`src/rtl/gpio_pkg.sv`:
```
package gpio_pkg;
  typedef enum logic {
    REG_DATA = 1'b0,
    REG_DIR  = 1'b1
  } reg_sel_e;
endpackage

```
`src/rtl/gpio_port_regs.sv`:
```
module gpio_port_regs #(
  parameter int WIDTH = 8
) (
  input  logic             clk_i,
  input  logic             rst_ni,
  input  logic             wr_en_i,
  input  logic             sel_i,
  input  logic [WIDTH-1:0] wdata_i,
  output logic [WIDTH-1:0] data_q_o,
  output logic [WIDTH-1:0] dir_q_o
);
  import gpio_pkg::*;

  logic wr_data, wr_dir;
  assign wr_data = wr_en_i && (reg_sel_e'(sel_i) == REG_DATA);
  assign wr_dir  = wr_en_i && (reg_sel_e'(sel_i) == REG_DIR);

  // latch accepts writes regardless of direction or PWM ownership
  always_ff @(posedge clk_i or negedge rst_ni) begin
    if (!rst_ni)      data_q_o <= '0;
    else if (wr_data) data_q_o <= wdata_i;
  end

  always_ff @(posedge clk_i or negedge rst_ni) begin
    if (!rst_ni)     dir_q_o <= '0;
    else if (wr_dir) dir_q_o <= wdata_i;
  end
endmodule

```
`src/rtl/gpio_pin_mux.sv`:
```
module gpio_pin_mux #(
  parameter int WIDTH   = 8,
  parameter int NUM_PWM = 4
) (
  input  logic [WIDTH-1:0]   data_q_i,
  input  logic [WIDTH-1:0]   dir_q_i,
  input  logic [NUM_PWM-1:0] pwm_en_i,
  input  logic [NUM_PWM-1:0] pwm_val_i,
  output logic [WIDTH-1:0]   pin_out_o,
  output logic [WIDTH-1:0]   pin_oe_o
);
  for (genvar i = 0; i < WIDTH; i++) begin : g_pin
    if (i < NUM_PWM) begin : g_shared
      assign pin_out_o[i] = pwm_en_i[i] ? pwm_val_i[i] : data_q_i[i];
      assign pin_oe_o[i]  = pwm_en_i[i] | dir_q_i[i];
    end else begin : g_plain
      assign pin_out_o[i] = data_q_i[i];
      assign pin_oe_o[i]  = dir_q_i[i];
    end
  end
endmodule

```
`src/rtl/gpio_read_mux.sv`:
```
module gpio_read_mux #(
  parameter int WIDTH = 8
) (
  input  logic             sel_i,
  input  logic [WIDTH-1:0] data_q_i,
  input  logic [WIDTH-1:0] dir_q_i,
  input  logic [WIDTH-1:0] pin_in_i,
  output logic [WIDTH-1:0] rdata_o
);
  import gpio_pkg::*;

  logic [WIDTH-1:0] data_view;
  // outputs report the latch, inputs report the pad
  assign data_view = (dir_q_i & data_q_i) | (~dir_q_i & pin_in_i);

  always_comb begin
    unique case (reg_sel_e'(sel_i))
      REG_DIR: rdata_o = dir_q_i;
      default: rdata_o = data_view;
    endcase
  end
endmodule

```
`src/rtl/gpio_pwm_port.sv`:
```
module gpio_pwm_port #(
  parameter int WIDTH   = 8,
  parameter int NUM_PWM = 4
) (
  input  logic               clk_i,
  input  logic               rst_ni,
  input  logic               wr_en_i,
  input  logic               sel_i,
  input  logic [WIDTH-1:0]   wdata_i,
  output logic [WIDTH-1:0]   rdata_o,
  input  logic [NUM_PWM-1:0] pwm_en_i,
  input  logic [NUM_PWM-1:0] pwm_val_i,
  input  logic [WIDTH-1:0]   pin_in_i,
  output logic [WIDTH-1:0]   pin_out_o,
  output logic [WIDTH-1:0]   pin_oe_o
);
  logic [WIDTH-1:0] data_q, dir_q;

  gpio_port_regs #(.WIDTH(WIDTH)) u_regs (
    .clk_i    (clk_i),
    .rst_ni   (rst_ni),
    .wr_en_i  (wr_en_i),
    .sel_i    (sel_i),
    .wdata_i  (wdata_i),
    .data_q_o (data_q),
    .dir_q_o  (dir_q)
  );

  gpio_pin_mux #(.WIDTH(WIDTH), .NUM_PWM(NUM_PWM)) u_mux (
    .data_q_i  (data_q),
    .dir_q_i   (dir_q),
    .pwm_en_i  (pwm_en_i),
    .pwm_val_i (pwm_val_i),
    .pin_out_o (pin_out_o),
    .pin_oe_o  (pin_oe_o)
  );

  gpio_read_mux #(.WIDTH(WIDTH)) u_rd (
    .sel_i    (sel_i),
    .data_q_i (data_q),
    .dir_q_i  (dir_q),
    .pin_in_i (pin_in_i),
    .rdata_o  (rdata_o)
  );
endmodule

```
`config.mk`:
```
export PLATFORM = sky130hd
export DESIGN_NAME = gpio_pwm_port
export DESIGN_NICKNAME = d
export VERILOG_FILES = /design/src/rtl/gpio_pkg.sv /design/src/rtl/gpio_port_regs.sv /design/src/rtl/gpio_pin_mux.sv /design/src/rtl/gpio_read_mux.sv /design/src/rtl/gpio_pwm_port.sv
export SDC_FILE = /design/constraint.sdc
export NUM_CORES = 1
export LEC_CHECK = 0
export ABC_AREA = 1
export ABC_CLOCK_PERIOD_IN_PS = 800
export BUFFER_PORTS_ARGS = -buffer_cell sky130_fd_sc_hd__buf_2
export CAP_MARGIN = 25
export CORE_UTILIZATION = 43
export DETAILED_ROUTE_END_ITERATION = 10
export GPL_TIMING_DRIVEN = 0
export PLACE_DENSITY = 0.78
export REMOVE_ABC_BUFFERS = 1
export SLEW_MARGIN = 20
export SYNTH_ARGS = -nofsm -noshare
export SYNTH_HDL_FRONTEND = slang
export SYNTH_SLANG_ARGS = --single-unit
```
`constraint.sdc`:
```
create_clock -name clk_i -period 0.8 [get_ports clk_i]
set_input_delay 0.16 -clock clk_i [delete_from_list [all_inputs] [get_ports clk_i]]
set_output_delay 0.16 -clock clk_i [all_outputs]
set_load 0.01 [all_outputs]
```
=== Word-level counts from Yosys, hierarchy flattened ===
Index checks and enable logic that the tools add are counted.

* Bits of input ports: 28
* Output and inout bits: 24
* Word-level logic and storage cells: 18
* Register bits after elaboration: 16

* Muxes and demuxes: 5
* Reductions and logical operators: 2
* Bitwise operators: 9

{| class="wikitable"
|+ Operators with widths
! kind !! number
|-
| $and 8x8->8 || 2
|-
| $mux 8 || 1
|-
| $not 8->8 || 1
|-
| $or 8x8->8 || 1
|-
| $mux 1 || 4
|-
| $or 1x1->1 || 4
|-
| $logic_and 1x1->1 || 2
|-
| $not 1->1 || 1
|}

=== Longest topological paths before layout ===
Gate-level depths: netlist of the first run.

* Depth in word-level cells: 4
* Gate-level depth with buffers: 4
* Mapped depth without buffers: 4

=== Hierarchy ===
A second synthesis of the first run with hierarchy kept.

* Cells, all modules: 132
* Area total of the unflattened synthesis: 955.9 sq um

{| class="wikitable"
|+ Modules (own cells, without submodules)
! module !! area each (sq um) !! times used !! cells an instance
|-
| gpio_port_regs || 663.1 || 1 || 70
|-
| gpio_read_mux || 147.6 || 1 || 34
|-
| gpio_pin_mux || 145.1 || 1 || 28
|}

=== Least setup slack after synthesis of the first run ===
Ideal clock, no wire load.

* Path kind: reg-to-output
* Start point: register u_regs.data_q_o[4]
* End point: output port rdata_o[4]
* Arrival time: 0.612 ns
* Setup slack: 0.028 ns
* Buffers on the path: 0
* Cell stages (with the launch flop): 3
* Path through: dfrtp_1 o21ai_0 nand2_1

* Longest elaborated chain between the ends: 3

{| class="wikitable"
|+ Ends and longest elaborated chain
! element !! RTL line !! RTL
|-
| from (decl) || gpio_port_regs.sv:9 || <nowiki>output logic [WIDTH-1:0] data_q_o,</nowiki>
|-
| from (signal assigned) || gpio_port_regs.sv:21 || <nowiki>else if (wr_data) data_q_o <= wdata_i;</nowiki>
|-
| $and 8x8->8 || gpio_read_mux.sv:14 || <nowiki>assign data_view = (dir_q_i & data_q_i) | (~dir_q_i & pin_in_i);</nowiki>
|-
| $or 8x8->8 || gpio_read_mux.sv:14 ||
|-
| $mux 8 || gpio_read_mux.sv:17 || <nowiki>unique case (reg_sel_e'(sel_i))</nowiki>
|-
| to (decl) || gpio_pwm_port.sv:10 || <nowiki>output logic [WIDTH-1:0] rdata_o,</nowiki>
|}

No other way between the ends.

=== Worst setup path after layout of the first run ===
* Start point: register u_regs.dir_q_o[3]
* End point: output port rdata_o[3]

* Longest elaborated chain between the ends: 4

{| class="wikitable"
|+ Ends and longest elaborated chain
! element !! RTL line !! RTL
|-
| from (decl) || gpio_port_regs.sv:10 || <nowiki>output logic [WIDTH-1:0] dir_q_o</nowiki>
|-
| from (signal assigned) || gpio_port_regs.sv:26 || <nowiki>else if (wr_dir) dir_q_o <= wdata_i;</nowiki>
|-
| $not 8->8 || gpio_read_mux.sv:14 ||
|-
| $and 8x8->8 || gpio_read_mux.sv:14 ||
|-
| $or 8x8->8 || gpio_read_mux.sv:14 ||
|-
| $mux 8 (*) || gpio_read_mux.sv:17 ||
|}

Mark *: on every way between the ends. The rest lies on a longest branch, timed or not.

==> flow_metrics.tcl, run 1 <==
set metrics [dict create \
    min-delay-start "wdata_i[6]" \
    finClkSkew_ns 0 \
    core_sq_mm 0.00200 \
    final_cell_mix "56 x nand2_1, 46 x buf_2, 19 x nand3_1" \
    grt_max_degree 22 \
    vdd_drop_max_uv 1200 \
    layout_min_cycle_time_ns 1.23 \
    post_drt_wl_per_cell_um 11.8 \
    cp.required_ns 0.64 \
    yosysSeqAreaShare_pct 42.5 \
    std_cell_rows 16 \
    fp.dieW_um 48.8 \
    gr-total-overflow 0 \
    tightest_slew_ns 0.357 \
    first_iter_violations 19 \
    cpMaxStageDelayCell "dfrtp_1" \
    hold_path.class "in2reg" \
    io_buffers 51 \
    die_y_um 48.8 \
    relSlewSlack_pct 76.2 \
    r2r-start "u_regs.dir_q_o[0]" \
    worstHoldEndpoint "u_regs.data_q_o[6]" \
    final_core_util_pct 67.4 \
    min_period_over_period_pct 154 \
    setup_slack_ns -0.430 \
    clk-insertion-delay-late_ns 0.29 \
    dp_hpwl_um 1540 \
    antenna_found_initial 0 \
    pin_count 52 \
    ys_seq_elements 16 \
    dr.pass1.iters 4 \
    grt_pass1_wl_um 4170 \
    fin_nets 218 \
    dieArea_sq_mm 0.00238 \
    synth_warnings 0 \
    synth_top_family_by_area "simple AND/OR/NAND/NOR gates" \
    diodes 0 \
    holdPathStages 3 \
    pre_cts_slack_ns -0.396 \
    viasPerCell 4.82 \
    synth.area.mux_share_pct 0 \
    path_clk_slew_ns 0.10 \
    syn-cell-area_sq_um 942 \
    maxCapViolCount 0 \
    fin_cells 216 \
    synth_fa_ha_area_share_pct 0 \
    ff2ff_path_depth 5 \
    netlist.top_cell.by_area "dfrtp_1" \
    synth_top_area_share_pct 42.5 \
    syn_to_final_growth_pct 43.3 \
    grt_usage_pct 22.4 \
    wl_um 2550 \
    fillers 189 \
    final_common_cell "nand2_1" \
    finalMaxSlewViolations 0 \
    cp_slowest_stage_delay_ns 0.43 \
    via_count 1042 \
    routabilityCongestion 0.677 \
    ff_latch_area_sq_um 400 \
    drive_above_1_share_pct 43.4 \
    cts.sinks 16 \
    drtAntennaViolNets 0 \
    htreeDepth 1 \
    numCtsBuffers 3 \
    synth_cell_types 11 \
    cts_root_buffer "clkbuf_4" \
    grt_pass1_vias 1001 \
    synth_compound_area_share_pct 4.25 \
    initial_core_util_pct 47.1 \
    hold_viol 0 \
    clockBufferDepth 2 \
    r2r_end "u_regs.dir_q_o[0]" \
    max_freq_ghz 0.813 \
    drc 0 \
    synth_area_leaders "dfrtp_1 42%, nand2_1 24%, nand3_1 11%" \
    crit_chain "inv_2 > nand3_2 > nand2_1 > buf_2" \
    synth_xor_xnor_area_share_pct 0 \
    crit_start "u_regs.dir_q_o[3]" \
    setup_violations 25 \
    synth_simple_gate_area_share_pct 37.7 \
    placed_cells 197 \
    synth_cells 132 \
    multi_input_area_sq_um 422 \
    worst_setup_path_start_kind "register" \
    syn_area_per_cell_sq_um 7.14 \
    rsz0062_at_grt "yes" \
    outcome "finished with violations" \
    reg2reg_setup_slack_ns -0.15 \
    critPathCaptureType "primary output" \
    critPathKind "reg2out" \
    cp_max_fo 3 \
    violations "setup timing" \
    worstPathArrival_ns 1.07 \
    cts_tree "yes" \
    p_per_area_mw_per_mm2 1750 \
    power_leakage_uw 0.000820 \
]
## cells by family after synthesis
family | count (synthesis)
flops | 16
simple gates | 85
buf+inv | 23
compound gates | 8
## layout make-up
type | instances | share of cell area (%)
clock buffer | 4 | 2.69
timing repair buffer | 66 | 31.1
tap | 27 | 2.50
sequential | 16 | 29.7
multi-input combinational | 93 | 31.2
inverter | 10 | 2.78
## synth_stat cells
master and count:
inv_2 1, nand3_1 21, o21ai_0 8, dfrtp_1 16, inv_1 9, nor2_1 3
buf_4 10, nand2_4 1, nand2_1 59, buf_6 3, nand2_2 1
## flip-flops by register name (all words and copies together), names as in the netlist
signal	cells
u_regs.data_q_o	8
u_regs.dir_q_o	8
## stage by stage
| stage | instance area (sq um) | total power (uW) | hold WS [ns] | TNS, ns |
|---|---|---|---|---|
| floorplan | 833 | 1280 | -0.136 | -0.0387 |
| detailed placement | 1120 | 1590 | 0.0892 | -5.98 |
| finish | 1350 | 2360 | 0.106 | -7.77 |
| global route | 1350 | 2500 | 0.121 | -9.50 |
| CTS | 1240 | 2220 | 0.106 | -7.42 |
| global placement | 1120 | 1560 | 0.0811 | -6.20 |
## timing repair
item,CTS,global route
endpoints found under the setup margin,32,32
endpoints found under the hold margin,16,0
buffers inserted,6,9
hold buffers,1,0
resized for setup,12,19
pin swaps,8,4
## where the power goes
part	internal (uW)	switching (uW)	leakage, uW
clock	277	268	0.0000210
sequential	910	90.5	0.000198
combinational	412	406	0.000601
total	1600	765	0.000820
## metal layers
layer / wire length (um) / share of wire, % / global-route usage (%) / up-vias
li1: - / - / - / 518
met1: 1020 / 40 / 25.5 / 474
met2: 1340 / 53 / 41.4 / 44
met3: 141 / 5.5 / 3.74 / 6
met4: 44 / 1.7 / 8.33 / 0
met5: 0 / 0 / 0 / -
## worst max-delay path: cells and delay by family (launching register included)
kind                   cells  cell delay [ns]
and+or+nand+nor            2             0.14
buffers and inverters      2             0.21
DFF                        1             0.43
## how the worst max path moves through the flow
stage	endpoint
floorplan	rdata_o[4]
global placement	rdata_o[4]
detailed placement	rdata_o[4]
CTS	rdata_o[6]
global route	rdata_o[7]
finish	rdata_o[3]
(Power assumes the default switching activity.)
==> inputs of run 2 (changes only) <==
--- a/config.mk
+++ b/config.mk
@@ -5,7 +5,6 @@
 export SDC_FILE = /design/constraint.sdc
 export NUM_CORES = 1
 export LEC_CHECK = 0
-export ABC_AREA = 1
 export ABC_CLOCK_PERIOD_IN_PS = 800
 export BUFFER_PORTS_ARGS = -buffer_cell sky130_fd_sc_hd__buf_2
 export CAP_MARGIN = 25
==> run 2 against run 1 <==
Net effect:
- via count decreased by 27%
- clock skew is the same
- highest routed layer is now met3
- count of clock-buffer cells in the layout stayed put
- sequential power about the same
- the run still ends with setup timing left
- maximum frequency shrank 0.56%
- die area shrank 2.6%
- critical path type unchanged
- largest power group unchanged
==> flow_metrics.tcl, run 2 <==
set metrics [dict create \
    outcome "finished with violations" \
    violations "setup timing" \
    cts_tree "yes" \
    holdPathStages 2 \
    viasPerCell 4.79 \
    setup_violations 31 \
    synth_area_leaders "dfrtp_1 44%, mux2_2 15%, mux2_4 13%" \
    fin_nets 160 \
    first_iter_violations 2 \
    drc 0 \
    gr-usage-met3_pct 3.33 \
    cts.sinks 16 \
    std_cell_rows 16 \
    vdd_drop_max_uv 1530 \
    htreeDepth 1 \
    ys_dominant_reg_cell "dfrtp_1" \
    dr.pass1.iters 2 \
    grt_util_met1_pct 19.2 \
    cp_max_fo 3 \
    ys_seq_elements 16 \
    finalMaxSlewViolations 0 \
    synthTopCellsByCount "16 x dfrtp_1, 14 x o21ai_0, 12 x mux2_2" \
    hold_viol 0 \
    fp.dieW_um 48.2 \
    critPathKind "reg2out" \
    synth_cells 77 \
    post_drt_wl_per_cell_um 12.1 \
    numCtsBuffers 3 \
    antenna_found_initial 0 \
    relSlewSlack_pct 76.9 \
    grt_usage_pct 16.8 \
    netlist.top_cell.by_area "dfrtp_1" \
    whs_ns 0.127 \
    syn-cell-area_sq_um 917 \
    synth_warnings 0 \
    yosysMostFrequentCell "dfrtp_1" \
    worst_setup_path_start_kind "register" \
    rsz0062_at_grt "yes" \
    drive_above_1_share_pct 68.7 \
    fin_cells 158 \
    setup_slack_ns -0.437 \
    wl_um 1910 \
    ff2ff_path_depth 2 \
    core_sq_mm 0.00198 \
    syn_to_final_growth_pct 48.3 \
    maxCapViolCount 0 \
    layout_min_cycle_time_ns 1.24 \
    synth_edf_count 0 \
    diodes 0 \
    ff_latch_area_sq_um 400 \
    via_count 757 \
    setup_tns_ns -8.72 \
    grtUsageMet2_pct 31.2 \
    hold_path.class "in2reg" \
    synth_cell_types 12 \
    dieArea_sq_mm 0.00232 \
    grt_pass1_vias 678 \
    pin_count 52 \
    finClkSkew_ns 0 \
    final_core_util_pct 68.6 \
    largestRegisters "u_regs.data_q_o x8, u_regs.dir_q_o x8" \
    clk-insertion-delay-late_ns 0.27 \
    p_per_area_mw_per_mm2 1820 \
    busiest_layer "met2" \
    multi_input_area_sq_um 474 \
    initial_core_util_pct 46.3 \
    gr-total-overflow 0 \
    fillers 153 \
    critPathCaptureType "primary output" \
    final_area_sq_mm 0.00136 \
    die_y_um 48.2 \
    drtAntennaViolNets 0 \
    post_dp_cell_area_sq_mm 0.00112 \
    async_flop_share_pct 100 \
    path_clk_slew_ns 0.09 \
    grt_pass1_wl_um 2660 \
    final_cell_mix "39 x buf_2, 17 x mux2_4, 16 x dfrtp_1" \
    yosysSeqAreaShare_pct 43.7 \
    io_buffers 51 \
    dp_hpwl_um 1270 \
    grt_max_degree 19 \
    final_common_cell "buf_2" \
    worstPathArrival_ns 1.08 \
    routabilityCongestion 0.675 \
    cp.required_ns 0.64 \
    syn_area_per_cell_sq_um 11.9 \
    max_freq_ghz 0.808 \
    synth_top_area_share_pct 43.7 \
    clockBufferDepth 2 \
    power_leakage_uw 0.000698 \
    placed_cells 144 \
    min_period_over_period_pct 155 \
    cts_root_buffer "clkbuf_4" \
    tightest_slew_ns 0.346 \
]
## run 2: cell count changes after synthesis, sizes merged, moves of 8 or more
cell,before,now
nand2b,0,8
mux2,0,20
nand2,61,1
inv,10,0
nand3,21,0
o21ai,8,16
## run 2: where the power goes
group	total (uW)	internal [uW]	switching, uW
combinational	937	592	345
sequential	1030	929	104
clock	512	276	236
total	2480	1800	685
## run 2: final cells by class
type,instances,area share [%]
clock buffer,4,2.67
sequential,16,29.4
timing repair buffer,61,30.5
multi-input combinational,50,34.9
tap,27,2.48
## run 2: what timing repair did
item,CTS,global route
endpoints found under the hold margin,16,0
resized for setup,33,10
setup endpoints to repair,40,39
pin swaps,4,1
setup buffers,9,2
hold buffers,1,0
## run 2: final timing paths
| check | from | to | slack [ns] |
|---|---|---|---|
| worst max-delay path | u_regs.data_q_o[1] | pin_out_o[1] | -0.44 |
| worst min-delay path | wdata_i[3] | u_regs.data_q_o[3] | 0.13 |
| worst max register to register | u_regs.data_q_o[0] | u_regs.data_q_o[0] | -0.11 |
| worst min register to register | u_regs.data_q_o[4] | u_regs.data_q_o[4] | 0.55 |
| max in group asynchronous | rst_ni | u_regs.dir_q_o[1] | 0.24 |
| min in group asynchronous | rst_ni | u_regs.dir_q_o[6] | 0.30 |
## run 2: routing by layer
metal  part of all wire, %  vias up  wire, um
li1                      -      368         -
met1                    43      352       826
met2                    50       37       964
met3                   6.4        0       123
met4                     0        0         0
met5                     0        -         0
## run 2: through the flow
step	setup WS [ns]	total power (uW)
6_report	-0.437	2480
2_1_floorplan	-0.0808	1400
3_3_place_gp	-0.375	1680
5_1_grt	-0.496	2660
3_5_place_dp	-0.407	1700
4_1_cts	-0.455	2470
## run 2: cells by family after synthesis
kind of cell	after synthesis	share of synthesized area, %
buffers and inverters	11	9.41
DFF	16	43.7
muxes	20	27.8
and+or+nand+nor	14	10.4
AOI/OAI and AO/OA	16	8.73
## run 2: critical path, cell delays in order (launching register included)
cell	delay (ns)
dfrtp_1	0.41
mux2_4	0.28
buf_6	0.12
